[config.mk]
export PLATFORM = sky130hd
export DESIGN_NAME = uart_regfile
export DESIGN_NICKNAME = d
export VERILOG_FILES = /design/src/rtl/uart_rf_pkg.sv /design/src/rtl/uart_rf_rxq.sv /design/src/rtl/uart_rf_irq.sv /design/src/rtl/uart_regfile.sv
export SDC_FILE = /design/constraint.sdc
export NUM_CORES = 1
export LEC_CHECK = 0
export ABC_AREA = 1
export BUFFER_PORTS_ARGS = -buffer_cell sky130_fd_sc_hd__buf_2
export CELL_PAD_IN_SITES_DETAIL_PLACEMENT = 1
export CELL_PAD_IN_SITES_GLOBAL_PLACEMENT = 1
export CORE_AREA = 4 4 202 145
export CTS_BUF_LIST = sky130_fd_sc_hd__clkbuf_2 sky130_fd_sc_hd__clkbuf_4 sky130_fd_sc_hd__clkbuf_8
export CTS_CLUSTER_SIZE = 10
export DETAILED_ROUTE_END_ITERATION = 10
export DIE_AREA = 0 0 206 149
export GPL_ROUTABILITY_DRIVEN = 0
export GPL_TIMING_DRIVEN = 0
export PLACE_DENSITY_LB_ADDON = 0.12
export SLEW_MARGIN = 0
export SYNTH_ARGS = -nofsm -noshare
export SYNTH_HDL_FRONTEND = slang
export SYNTH_SLANG_ARGS = --single-unit
[constraint.sdc]
create_clock -name clk -period 6.22 [get_ports clk]
set_input_delay 0.311 -clock clk [delete_from_list [all_inputs] [get_ports clk]]
set_output_delay 0.311 -clock clk [all_outputs]
set_load 0.05 [all_outputs]
[src/rtl/uart_rf_pkg.sv]
`timescale 1ns/1ps
package uart_rf_pkg;
  // Register indices (byte offset >> 2)
  localparam int RI_DATA = 0;
  localparam int RI_STAT = 1;
  localparam int RI_FLAG = 6;
  localparam int RI_ILP  = 8;
  localparam int RI_IDIV = 9;
  localparam int RI_FDIV = 10;
  localparam int RI_LINE = 11;
  localparam int RI_CTRL = 12;
  localparam int RI_LVL  = 13;
  localparam int RI_MASK = 14;
  localparam int RI_RAW  = 15;
  localparam int RI_MIS  = 16;
  localparam int RI_ICLR = 17;
  localparam int RI_DMA  = 18;
  // Field positions and widths
  localparam int LINE_QEN_BIT  = 4;
  localparam int CTRL_LPBK_BIT = 7;
  localparam int STAT_OVR_BIT  = 3;
  localparam int IDIV_W = 16;
  localparam int FDIV_W = 6;
  localparam int ERR_W  = 3;
endpackage

[src/rtl/uart_rf_rxq.sv]
`timescale 1ns/1ps
module uart_rf_rxq #(
  parameter int DEPTH   = 16,
  parameter int ENTRY_W = 11,
  localparam int PW     = $clog2(DEPTH)
) (
  input  logic               clk,
  input  logic               rst,
  input  logic               flush,
  input  logic               qen,
  input  logic               push,
  input  logic [ENTRY_W-1:0] din,
  input  logic               pop,
  output logic [ENTRY_W-1:0] head,
  output logic [PW:0]        cnt,
  output logic [PW:0]        cnt_nxt,
  output logic               full,
  output logic               empty
);
  logic [ENTRY_W-1:0] mem [DEPTH];
  logic [PW-1:0]      rd_q;
  logic [PW:0]        cnt_q;
  logic [PW:0]        cap;
  logic [PW-1:0]      wr_ptr;

  assign cap    = qen ? (PW+1)'(DEPTH) : (PW+1)'(1);
  assign wr_ptr = rd_q + cnt_q[PW-1:0];   // wraps by masking
  assign full   = (cnt_q == cap);
  assign empty  = (cnt_q == '0);
  assign head   = mem[rd_q];
  assign cnt    = cnt_q;

  always_comb begin
    if (flush) cnt_nxt = '0;
    else       cnt_nxt = cnt_q + (PW+1)'(push) - (PW+1)'(pop);
  end

  // storage without reset so it can map to RAM
  always_ff @(posedge clk) begin
    if (push && !flush) mem[wr_ptr] <= din;
  end

  always_ff @(posedge clk) begin
    if (rst || flush) begin
      rd_q  <= '0;
      cnt_q <= '0;
    end else begin
      if (pop) rd_q <= rd_q + 1'b1;
      cnt_q <= cnt_nxt;
    end
  end


  cnt_le_cap_chk: assert property (@(posedge clk) disable iff (rst)
    cnt_q <= (PW+1)'(DEPTH));

  flush_empty_chk: assert property (@(posedge clk) disable iff (rst)
    flush |=> (cnt_q == '0));
endmodule

[src/rtl/uart_rf_irq.sv]
`timescale 1ns/1ps
module uart_rf_irq #(
  parameter int NUM_IRQ = 6,
  parameter int RAW_W   = 11,
  parameter logic [NUM_IRQ*RAW_W-1:0] LINE_MASK = '1
) (
  input  logic               clk,
  input  logic               rst,
  input  logic [RAW_W-1:0]   raw_nxt,
  input  logic [RAW_W-1:0]   en_nxt,
  output logic [NUM_IRQ-1:0] irq
);
  for (genvar g = 0; g < NUM_IRQ; g++) begin : g_line
    always_ff @(posedge clk) begin
      if (rst) irq[g] <= 1'b0;
      else     irq[g] <= |(raw_nxt & en_nxt & LINE_MASK[g*RAW_W +: RAW_W]);
    end
  end
endmodule

[src/rtl/uart_regfile.sv]
`timescale 1ns/1ps
module uart_regfile
  import uart_rf_pkg::*;
#(
  parameter int ADDR_W  = 8,
  parameter int DATA_W  = 16,
  parameter int DEPTH   = 16,
  parameter int RAW_W   = 11,
  parameter int RX_BIT  = 4,
  parameter int NUM_IRQ = 6,
  parameter logic [NUM_IRQ*RAW_W-1:0] LINE_MASK =
    {11'h00F, 11'h780, 11'h040, 11'h020, 11'h010, 11'h7FF}
) (
  input  logic               clk,
  input  logic               rst,
  input  logic [ADDR_W-1:0]  bus_addr,
  input  logic [DATA_W-1:0]  bus_wdata,
  input  logic               bus_we,
  input  logic               bus_re,
  output logic [DATA_W-1:0]  bus_rdata,
  input  logic               rx_valid,
  input  logic [7:0]         rx_byte,
  input  logic [ERR_W-1:0]   rx_err,
  input  logic               tx_done,
  input  logic [RAW_W-1:0]   hw_evt,
  output logic               tx_strobe,
  output logic [7:0]         tx_byte,
  output logic [NUM_IRQ-1:0] irq
);
  localparam int PW    = $clog2(DEPTH);
  localparam int IDX_W = ADDR_W - 2;
  localparam int ENT_W = ERR_W + 8;

  logic [IDX_W-1:0] idx;
  logic             word_ok;
  assign idx     = bus_addr[ADDR_W-1:2];
  assign word_ok = (bus_addr[1:0] == 2'b00);

  logic wr_ok;
  assign wr_ok = bus_we && word_ok;
  logic wr_data, wr_stat, wr_ilp, wr_idiv, wr_fdiv, wr_line, wr_ctrl, wr_lvl, wr_mask, wr_iclr, wr_dma, rd_data;
  assign wr_data = wr_ok && (idx == IDX_W'(RI_DATA));
  assign wr_stat = wr_ok && (idx == IDX_W'(RI_STAT));
  assign wr_ilp  = wr_ok && (idx == IDX_W'(RI_ILP));
  assign wr_idiv = wr_ok && (idx == IDX_W'(RI_IDIV));
  assign wr_fdiv = wr_ok && (idx == IDX_W'(RI_FDIV));
  assign wr_line = wr_ok && (idx == IDX_W'(RI_LINE));
  assign wr_ctrl = wr_ok && (idx == IDX_W'(RI_CTRL));
  assign wr_lvl  = wr_ok && (idx == IDX_W'(RI_LVL));
  assign wr_mask = wr_ok && (idx == IDX_W'(RI_MASK));
  assign wr_iclr = wr_ok && (idx == IDX_W'(RI_ICLR));
  assign wr_dma  = wr_ok && (idx == IDX_W'(RI_DMA));
  assign rd_data = bus_re && word_ok && (idx == IDX_W'(RI_DATA));

  logic [7:0]        ilp_q, line_q;
  logic [IDIV_W-1:0] idiv_q;
  logic [FDIV_W-1:0] fdiv_q;
  logic [15:0]       ctrl_q;
  logic [5:0]        lvl_q;
  logic [RAW_W-1:0]  en_q, raw_q, en_n, raw_n;
  logic [2:0]        dma_q;
  logic [3:0]        stat_q, stat_n;
  logic [PW:0]       tx_cnt_q, tx_cnt_n, cap;

  function automatic logic [PW:0] thresh(input logic qen, input logic [2:0] code);
    if (!qen) return (PW+1)'(1);
    case (code)
      3'd0:    return (PW+1)'(DEPTH / 8);
      3'd1:    return (PW+1)'(DEPTH / 4);
      3'd2:    return (PW+1)'(DEPTH / 2);
      3'd3:    return (PW+1)'(DEPTH * 3 / 4);
      3'd4:    return (PW+1)'(DEPTH * 7 / 8);
      default: return (PW+1)'(DEPTH / 2);
    endcase
  endfunction

  // queue enable change flushes both directions
  logic flush, lpbk, rx_take, rx_push, rx_pop;
  logic rx_full, rx_empty;
  logic [ENT_W-1:0] rx_head;
  logic [PW:0] rx_cnt, rx_cnt_n, trig_n;
  assign flush   = wr_line && (bus_wdata[LINE_QEN_BIT] != line_q[LINE_QEN_BIT]);
  assign lpbk    = ctrl_q[CTRL_LPBK_BIT];
  assign rx_take = rx_valid && !lpbk;
  assign rx_push = rx_take && !rx_full && !flush;
  assign rx_pop  = rd_data && !rx_empty;
  assign cap     = line_q[LINE_QEN_BIT] ? (PW+1)'(DEPTH) : (PW+1)'(1);
  assign trig_n  = thresh(wr_line ? bus_wdata[LINE_QEN_BIT] : line_q[LINE_QEN_BIT],
                          wr_lvl ? bus_wdata[2:0] : lvl_q[2:0]);

  uart_rf_rxq #(.DEPTH(DEPTH), .ENTRY_W(ENT_W)) i_rxq (
    .clk(clk), .rst(rst), .flush(flush), .qen(line_q[LINE_QEN_BIT]),
    .push(rx_push), .din({rx_err, rx_byte}), .pop(rx_pop),
    .head(rx_head), .cnt(rx_cnt), .cnt_nxt(rx_cnt_n),
    .full(rx_full), .empty(rx_empty)
  );

  always_comb begin
    stat_n = stat_q;
    if (rx_take) begin
      if (rx_full) stat_n[STAT_OVR_BIT] = 1'b1;
      else         stat_n[ERR_W-1:0]    = stat_q[ERR_W-1:0] | rx_err;
    end
    if (wr_stat) stat_n = '0;
  end

  always_comb begin
    raw_n = raw_q;
    if (rx_push || rx_pop || flush || wr_line || wr_lvl)
      raw_n[RX_BIT] = (rx_cnt_n >= trig_n);
    raw_n = raw_n | hw_evt;
    if (wr_iclr) raw_n = raw_n & ~bus_wdata[RAW_W-1:0];
  end

  assign en_n = wr_mask ? bus_wdata[RAW_W-1:0] : en_q;

  always_comb begin
    if (flush) tx_cnt_n = '0;
    else tx_cnt_n = tx_cnt_q + (PW+1)'(wr_data && (tx_cnt_q != cap))
                             - (PW+1)'(tx_done && (tx_cnt_q != '0));
  end

  logic [DATA_W-1:0] rd_mux;
  always_comb begin
    rd_mux = '0;
    if (word_ok) begin
      case (idx)
        IDX_W'(RI_DATA): rd_mux = rx_empty ? '0 : DATA_W'(rx_head);
        IDX_W'(RI_STAT): rd_mux = DATA_W'(stat_q);
        IDX_W'(RI_FLAG): rd_mux = DATA_W'({tx_cnt_q == '0, rx_full, rx_empty});
        IDX_W'(RI_ILP):  rd_mux = DATA_W'(ilp_q);
        IDX_W'(RI_IDIV): rd_mux = DATA_W'(idiv_q);
        IDX_W'(RI_FDIV): rd_mux = DATA_W'(fdiv_q);
        IDX_W'(RI_LINE): rd_mux = DATA_W'(line_q);
        IDX_W'(RI_CTRL): rd_mux = DATA_W'(ctrl_q);
        IDX_W'(RI_LVL):  rd_mux = DATA_W'(lvl_q);
        IDX_W'(RI_MASK): rd_mux = DATA_W'(en_q);
        IDX_W'(RI_RAW):  rd_mux = DATA_W'(raw_q);
        IDX_W'(RI_MIS):  rd_mux = DATA_W'(raw_q & en_q);
        IDX_W'(RI_DMA):  rd_mux = DATA_W'(dma_q);
        default:         rd_mux = '0;
      endcase
    end
  end

  always_ff @(posedge clk) begin
    if (rst) begin
      ilp_q <= '0; line_q <= '0; idiv_q <= '0; fdiv_q <= '0;
      ctrl_q <= '0; lvl_q <= '0; en_q <= '0; raw_q <= '0;
      dma_q <= '0; stat_q <= '0; tx_cnt_q <= '0;
      tx_strobe <= 1'b0; tx_byte <= '0; bus_rdata <= '0;
    end else begin
      if (wr_ilp)  ilp_q  <= bus_wdata[7:0];
      if (wr_idiv) idiv_q <= bus_wdata[IDIV_W-1:0];
      if (wr_fdiv) fdiv_q <= bus_wdata[FDIV_W-1:0];
      if (wr_line) line_q <= bus_wdata[7:0];
      if (wr_ctrl) ctrl_q <= bus_wdata[15:0];
      if (wr_lvl)  lvl_q  <= bus_wdata[5:0];
      if (wr_dma)  dma_q  <= bus_wdata[2:0];
      en_q      <= en_n;
      raw_q     <= raw_n;
      stat_q    <= stat_n;
      tx_cnt_q  <= tx_cnt_n;
      tx_strobe <= wr_data;
      if (wr_data) tx_byte <= bus_wdata[7:0];
      if (bus_re) bus_rdata <= rd_mux;
    end
  end

  uart_rf_irq #(.NUM_IRQ(NUM_IRQ), .RAW_W(RAW_W), .LINE_MASK(LINE_MASK)) i_irq (
    .clk(clk), .rst(rst), .raw_nxt(raw_n), .en_nxt(en_n), .irq(irq)
  );


  stat_clr_chk: assert property (@(posedge clk) disable iff (rst)
    wr_stat |=> (stat_q == '0));

  iclr_chk: assert property (@(posedge clk) disable iff (rst)
    wr_iclr |=> ((raw_q & $past(bus_wdata[RAW_W-1:0])) == '0));

  lpbk_drop_chk: assert property (@(posedge clk) disable iff (rst)
    (lpbk && rx_valid) |=> (rx_cnt <= $past(rx_cnt)));

  ovr_set_chk: assert property (@(posedge clk) disable iff (rst)
    (rx_take && rx_full && !wr_stat) |=> stat_q[STAT_OVR_BIT]);
  for (genvar g = 0; g < NUM_IRQ; g++) begin : g_line_chk

    irq_line_chk: assert property (@(posedge clk) disable iff (rst)
      irq[g] == (|(raw_q & en_q & LINE_MASK[g*RAW_W +: RAW_W])));
  end
endmodule

==> impl_metrics.json, run 1 <==
{
  "synth_area_leaders": "edfxtp_1 38%, dfxtp_1 20%, nand2_1 14%",
  "die_area_mm2": 0.0307,
  "io_buffers": 81,
  "clk_path_buf_depth": 3,
  "ys_ff_latch": 314,
  "track_usage": 0.316,
  "rr_startpoint": "line_q[4]$_SDFFE_PP0N_",
  "grt_max_degree": 18,
  "setup_viol": 0,
  "run_status": "finished with violations",
  "antenna_found_initial": 1,
  "pwr-share-seq": 0.477,
  "synth_most_common_cell": "nand2_1",
  "crit_path_max_incr_delay_ns": 0.50,
  "cts.repair.resized": 0,
  "cts_tree": "done",
  "holdPathStages": 3,
  "syn2layout_area_growth_pct": 13.7,
  "ys.flop_type": "edfxtp_1",
  "min_to": "idiv_q[14]$_SDFFE_PP0P_",
  "synthTopCellsByCount": "529 x nand2_1, 176 x edfxtp_1, 167 x nor2_1, 144 x nand3_1",
  "cpMostUsedCell": "nand2_1",
  "grt-ovfl-total": 0,
  "min_period_over_period": 0.621,
  "cts_sinks": 314,
  "clock_latency_ns": 0.60,
  "grt_pass1_vias": 12709,
  "vias": 12497,
  "slew_violations": 0,
  "cp.arrival_ns": 4.32,
  "syn_nets": 1734,
  "r2r_end": "i_irq.irq[0]$_SDFF_PP0_",
  "setup_tns_ns": 0,
  "die_h_um": 149,
  "crit_type": "reg2reg",
  "critical-path-top-delay-family": "simple AND/OR/NAND/NOR gates",
  "root_buffer": "clkbuf_8",
  "cp.required_ns": 6.68,
  "synth-edff-count": 176,
  "drcViolationCount": 0,
  "switchingPower_mw": 1.44,
  "synth_top_area_frac": 0.376,
  "cts_setup_buffers": 0,
  "rows": 51,
  "start_util": 0.512,
  "pin_count": 83,
  "dp.cells": 2112,
  "syn_inst": 1660,
  "synth_cell_type_count": 41,
  "worst_slew_pin_slew_ns": 1.48,
  "drt_iter0_markers": 1326,
  "chipWidth_um": 206,
  "wire_per_inst_um": 22.1,
  "violations": "max-capacitance violations",
  "maxSlewHeadroom": 0.00976,
  "max_freq_mhz": 259,
  "dr.pass1.iters": 5,
  "core_area_mm2": 0.0274,
  "clkPwrFrac": 0.359,
  "htreeDepth": 2,
  "yosys.area.top_type": "edfxtp_1",
  "power_density_mw_per_mm2": 311,
  "syn_area_mm2": 0.0140,
  "combPwrFrac": 0.163,
  "drive_gt1_frac": 0.117,
  "num_antenna_cells": 0,
  "routed_wl_um": 48800,
  "vias_per_cell": 5.66,
  "endpoint_kind": "register",
  "cp-start-kind": "register",
  "async_flop_share": 0,
  "holdCritStartpoint": "bus_wdata[14]",
  "hold_violations": 0,
  "layout.cells.non_filler": 2207,
  "critical_path.max_fanout": 7,
  "drv_cap": 1,
  "cts_buffers": 49,
  "hold_path.class": "in2reg",
  "cp.buffers_inverters": 3,
  "rsz0062_at_grt": "false",
  "cp_slowest_cell": "fa_1",
  "reg2reg_setup_slack_ns": 2.36,
  "final_net_count": 1871,
  "power.internal_mw": 3.53,
  "ir_drop_uv": 212,
  "seq_area_frac_synth": 0.573,
  "clock-skew-final_ns": 0.0222,
  "period_needed_ns": 3.86,
  "syn_avg_cell_area_um2": 8.46,
  "switching_share": 0.289,
  "p_leak_nw": 6.93,
  "grt_pass1_wl_um": 72900,
  "ctsHoldBuffers": 3,
  "final_antenna_net_count": 0,
  "yosys_warnings": 0,
  "clkTransAtPathRegs_ns": 0.06,
  "hpwlAfterDp_um": 35300,
  "rr_worst_depth": 22,
  "crit_chain": "clkbuf_1, xor2_1, nand3_1, nand2_1, inv_1, nand2_1, nand2_1, ha_1, fa_1, inv_1, nor2_1, ha_1, nand2_1, nand2_1, nand2_1, nand2_1, nand2_1, nand3_1, nand2_1, nand3_1, nand3_1, nand2_1"
}
[kinds of logic after synthesis]
group,after synthesis,synth area share
flip-flops,314,0.573
buffers and inverters,214,0.0599
XOR/XNOR,6,0.00374
adder cells (fa/ha/maj),22,0.0212
AO/OA/AOI/OAI,227,0.0846
AND/OR/NAND/NOR,877,0.258
[stage by stage]
stage	area [um2]	util	power, mW	hold slack (ns)	setup WS, ns
after global placement	14900	0.544	3.15	0.440	2.26
after floorplan	14000	-	2.93	0.410	3.25
final	16000	0.582	4.97	0.0176	2.36
after CTS	15900	0.581	4.98	0.00596	2.41
after global routing	16000	0.582	5.20	0.0242	2.11
after detailed placement	14900	0.544	3.20	0.445	2.21
[final cells by class]
| class | count | area [um2] |
|---|---|---|
| Tap cell | 371 | 464 |
| Buffer | 68 | 294 |
| Inverter | 146 | 548 |
| Timing Repair Buffer | 86 | 454 |
| Multi-Input combinational cell | 1132 | 5160 |
| Clock buffer | 72 | 885 |
| Fill cell | 3325 | 11500 |
| Clock inverter | 18 | 113 |
| Sequential cell | 314 | 8050 |
[placed cells by master (no fill, tap or decap), types with 2 or more instances in the layout]
cell type        n
clkbuf_1        41
inv_2            5
a21oi_1        114
edfxtp_1       176
a21o_1           2
nor2_4           6
buf_2           99
buf_6            3
nand3_1        144
o21bai_1         2
o21ai_0         88
nand2_1        529
xor2_1           4
ha_1            19
a21boi_1         2
o21ai_1          6
inv_1          138
nand2_2          3
fa_1             3
nor2_2           7
dlygate4sd3_1    3
clkbuf_4        17
clkinv_1        14
clkbuf_8        55
nor3_1           6
nor3b_1          3
nor2_1         165
a21boi_0         4
clkinv_2         3
nand3_2          3
or2_2            4
buf_1            6
nand4_1          2
clkinvlp_4       2
o22ai_1          4
xnor2_1          2
o211ai_1         3
dfxtp_1        138
[routing by layer]
metal | global-route usage | up-vias | routed length [um]
met4 | 0.0828 | 2 | 1040
li1 | - | 5703 | -
met5 | 0 | - | 13
met3 | 0.0700 | 89 | 4700
met2 | 0.466 | 570 | 20900
met1 | 0.474 | 6133 | 22100
[worst max-delay path by stage]
stage | start | end | cells after the start | slack (ns)
finish | line_q[4]$_SDFFE_PP0N_ | i_irq.irq[0]$_SDFF_PP0_ | 22 | 2.36
global route | line_q[4]$_SDFFE_PP0N_ | i_irq.irq[0]$_SDFF_PP0_ | 22 | 2.11
CTS | line_q[4]$_SDFFE_PP0N_ | i_irq.irq[0]$_SDFF_PP0_ | 20 | 2.41
detailed placement | bus_addr[1] | i_irq.irq[0]$_SDFF_PP0_ | 25 | 2.21
global placement | bus_addr[0] | i_irq.irq[0]$_SDFF_PP0_ | 23 | 2.26
floorplan | i_rxq.cnt[3]$_SDFF_PP0_ | i_irq.irq[0]$_SDFF_PP0_ | 21 | 3.25
[sequential cells by signal, summed over array words and instances (netlist names), 4 cells and up, named ones only]
name        cells
ilp_q           8
idiv_q         16
en_q           11
stat_q          4
lvl_q           6
tx_cnt_q        5
tx_byte         8
raw_q          11
i_rxq.rd_q      4
i_irq.irq       6
line_q          8
ctrl_q         16
i_rxq.mem     176
i_rxq.cnt       5
bus_rdata      16
fdiv_q          6
[power groups by stage]
stage                     clock network [mW]  logic [mW]  registers, mW
after floorplan                            0       0.533           2.40
after global placement                     0       0.737           2.41
after detailed placement                   0       0.786           2.42
after CTS                               1.80       0.801           2.37
after global routing                    1.91       0.915           2.38
final                                   1.79       0.812           2.37
[worst reg2reg max path, delay by kind of cell (launching register included)]
family | cells | cell delay, ns
and+or+nand+nor | 15 | 1.73
adders and majority gates | 3 | 0.97
buffers and inverters | 3 | 0.51
DFF | 1 | 0.31
xor gates and xnor gates | 1 | 0.21
No activity file was read; power rests on OpenSTA's default activity.
==> inputs of run 2 (changes only) <==
Settings changed: ABC_AREA 1 to 0, CORE_AREA 4 4 202 145 to 4 4 198 142, DIE_AREA 0 0 206 149 to 0 0 202 146.
Clock period 6.22 ns to 3.8 ns, I/O delays scaled along.
==> run 2 against run 1 <==
Compared with the run above:
- the flow now finishes without violations
- clock power rose by 72%
- cell area fell by 0.25%
- count of clock-buffer cells in the layout rose by 13
- power rose by 62%
- die area fell by 3.9%
- wire length fell by 17%
- first-iteration DRC count fell by 21%
- synthesized area fell by 4.3%
- combinational power rose by 40%
- critical path depth fell by 5
- non-clock buffer count rose by 28
- core utilization rose by 2.3 points
- largest power group unchanged
==> impl_metrics.json, run 2 <==
{
  "mostFrequentLayoutCell": "edfxtp_1",
  "grt_max_degree": 18,
  "syn_avg_cell_area_um2": 12.8,
  "track_usage": 0.273,
  "synth_cell_type_count": 72,
  "cp.required_ns": 4.25,
  "dp.cells": 1493,
  "top_register": "i_rxq.mem",
  "die_h_um": 146,
  "cp-start-kind": "register",
  "ys.flop_type": "edfxtp_1",
  "dr.pass1.iters": 5,
  "setup_viol": 0,
  "rsz0062_at_grt": "true",
  "layout.cells.non_filler": 1626,
  "drt_iter0_markers": 1043,
  "chipWidth_um": 202,
  "drive_gt1_frac": 0.231,
  "maxSlewHeadroom": 0.0535,
  "yosys.area.top_type": "edfxtp_1",
  "vias_per_cell": 5.91,
  "cts_buffers": 49,
  "drv_cap": 0,
  "largest_register_ffs": 176,
  "syn_inst": 1053,
  "slew_violations": 0,
  "period_needed_ns": 3.75,
  "root_buffer": "clkbuf_8",
  "ys_ff_latch": 314,
  "synth_top_area_frac": 0.393,
  "clock_latency_ns": 0.59,
  "syn_nets": 1127,
  "htreeDepth": 2,
  "grt-ovfl-total": 0,
  "min_period_over_period": 0.988,
  "hpwlAfterDp_um": 28500,
  "cp.arrival_ns": 4.20,
  "synth_area_leaders": "edfxtp_1 39%, dfxtp_1 21%, mux4_2 8.0%",
  "setup_tns_ns": 0,
  "timing.hold.ws_ns": 0.0501,
  "power.total_mw": 8.04,
  "final_net_count": 1296,
  "grt_pass1_wl_um": 61500,
  "crit_chain": "nor3b_1, o211ai_1, and3_4, or3_4, buf_6, ha_4, a21o_1, a21oi_2, xnor2_2, nor2_1, ha_1, o21ai_2, o21ai_2, a221oi_2, buf_4, nor4bb_4, or4_1",
  "core_area_mm2": 0.0263,
  "run_status": "finished, final reports clean",
  "synth_most_common_cell": "edfxtp_1",
  "antenna_found_initial": 2,
  "wire_per_inst_um": 24.8,
  "routed_wl_um": 40300,
  "drcViolationCount": 0,
  "ir_drop_uv": 287,
  "synth-edff-count": 176,
  "clk_path_buf_depth": 3,
  "endpoint_kind": "register",
  "async_flop_share": 0,
  "syn2layout_area_growth_pct": 18.5,
  "syn_area_mm2": 0.0134,
  "synthTopCellsByCount": "176 x edfxtp_1, 138 x dfxtp_1, 125 x nor2_1, 80 x mux2i_1, 79 x nand2_1",
  "yosys_warnings": 0,
  "max_freq_mhz": 266,
  "grt_pass1_vias": 9956,
  "p_leak_nw": 5.88,
  "vias": 9605,
  "mostFrequentLayoutCells": "176 x edfxtp_1, 134 x dfxtp_1, 121 x nor2_1",
  "worst_slew_pin_slew_ns": 1.41,
  "start_util": 0.510,
  "rows": 50,
  "cts_tree": "done",
  "crit_path_max_incr_delay_ns": 0.52,
  "cts_sinks": 314,
  "hold_path.class": "in2reg",
  "num_antenna_cells": 0,
  "hold_violations": 0,
  "io_buffers": 76,
  "power_density_mw_per_mm2": 505,
  "pin_count": 83,
  "clock-skew-final_ns": 0.0293,
  "clkTransAtPathRegs_ns": 0.07,
  "critical_path.max_fanout": 5,
  "cp_slowest_cell": "or4_1",
  "crit_type": "reg2reg",
  "die_area_mm2": 0.0295,
  "final_antenna_net_count": 0,
  "cpMostUsedCell": "o21ai_2",
  "seq_area_frac_synth": 0.599
}
==> run 2: cell types whose count changed after synthesis, sizes merged, moves of 48 or more <==
cell / delta
mux4: +48
o21ai: -74
mux2i: +80
a21oi: -49
nand3: -133
nand2: -454
inv: -112
nor2: -51
==> run 2: final cells by class <==
type                    instances  area [um2]
well taps                     364         455
multi-input cells             644        5170
fillers                      2637       10400
repair buffers                118         778
flip-flops and latches        314        8060
plain buffers                  64         268
inverters                      31         121
clock inverters                 6        65.1
clock buffers                  85        1010
==> run 2: worst max-delay path: cells and delay by family, from the launching register on <==
| family | cells | cell delay, ns |
|---|---|---|
| buf+inv | 2 | 0.31 |
| compound gates | 6 | 0.87 |
| fa+ha+maj | 2 | 0.48 |
| flops | 1 | 0.39 |
| simple gates | 6 | 1.44 |
| xor+xnor | 1 | 0.14 |
==> run 2: cell families (layout without fill, tap and decap cells) <==
logic type	Yosys count	after routing	synth area share
xor gates and xnor gates	16	16	0.0104
AOI/OAI and AO/OA	182	182	0.0906
buffers and inverters	95	304	0.0286
and+or+nand+nor	294	294	0.108
DFF	314	314	0.599
muxes	130	130	0.142
adders and majority gates	22	22	0.0222
==> run 2: per-stage QoR <==
stage | cell area, um2 | utilization | setup WS, ns
global route | 15900 | 0.605 | -0.111
detailed placement | 14300 | 0.542 | -1.03
finish | 15900 | 0.605 | 0.0471
global placement | 14300 | 0.542 | -0.940
floorplan | 13400 | - | 0.00785
CTS | 15800 | 0.599 | 0.0325
==> run 2: routing by layer <==
metal	global-route usage	wire, um
met1	0.425	18700
met2	0.394	17400
met3	0.0650	3540
met4	0.0540	649
met5	0	7
==> run 2: worst paths after layout <==
kind	startpoint	endpoint	slack [ns]	depth (start not counted)
max	i_rxq.cnt[0]$_SDFF_PP0_	i_irq.irq[0]$_SDFF_PP0_	0.05	17
min reg2reg	ctrl_q[9]$_SDFFE_PP0P_	ctrl_q[9]$_SDFFE_PP0P_	0.46	2
min	rx_err[0]	i_rxq.mem[10][8]$_DFFE_PP_	0.05	1
max reg2reg	i_rxq.cnt[0]$_SDFF_PP0_	i_irq.irq[0]$_SDFF_PP0_	0.05	17
==> run 2: power by group <==
part           switching, mW  internal [mW]
clock network           1.34           1.73
logic                  0.657          0.479
registers             0.0843           3.75
==> run 2: what timing repair did <==
| action | CTS | global route |
|---|---|---|
| pin swaps | 7 | 16 |
| gates resized for setup | 24 | 18 |
| gates cloned | 0 | 0 |
| buffers inserted | 7 | 3 |
| setup endpoints to repair | 3 | 2 |
| hold endpoints to repair | 154 | 0 |
| hold buffers | 30 | 0 |
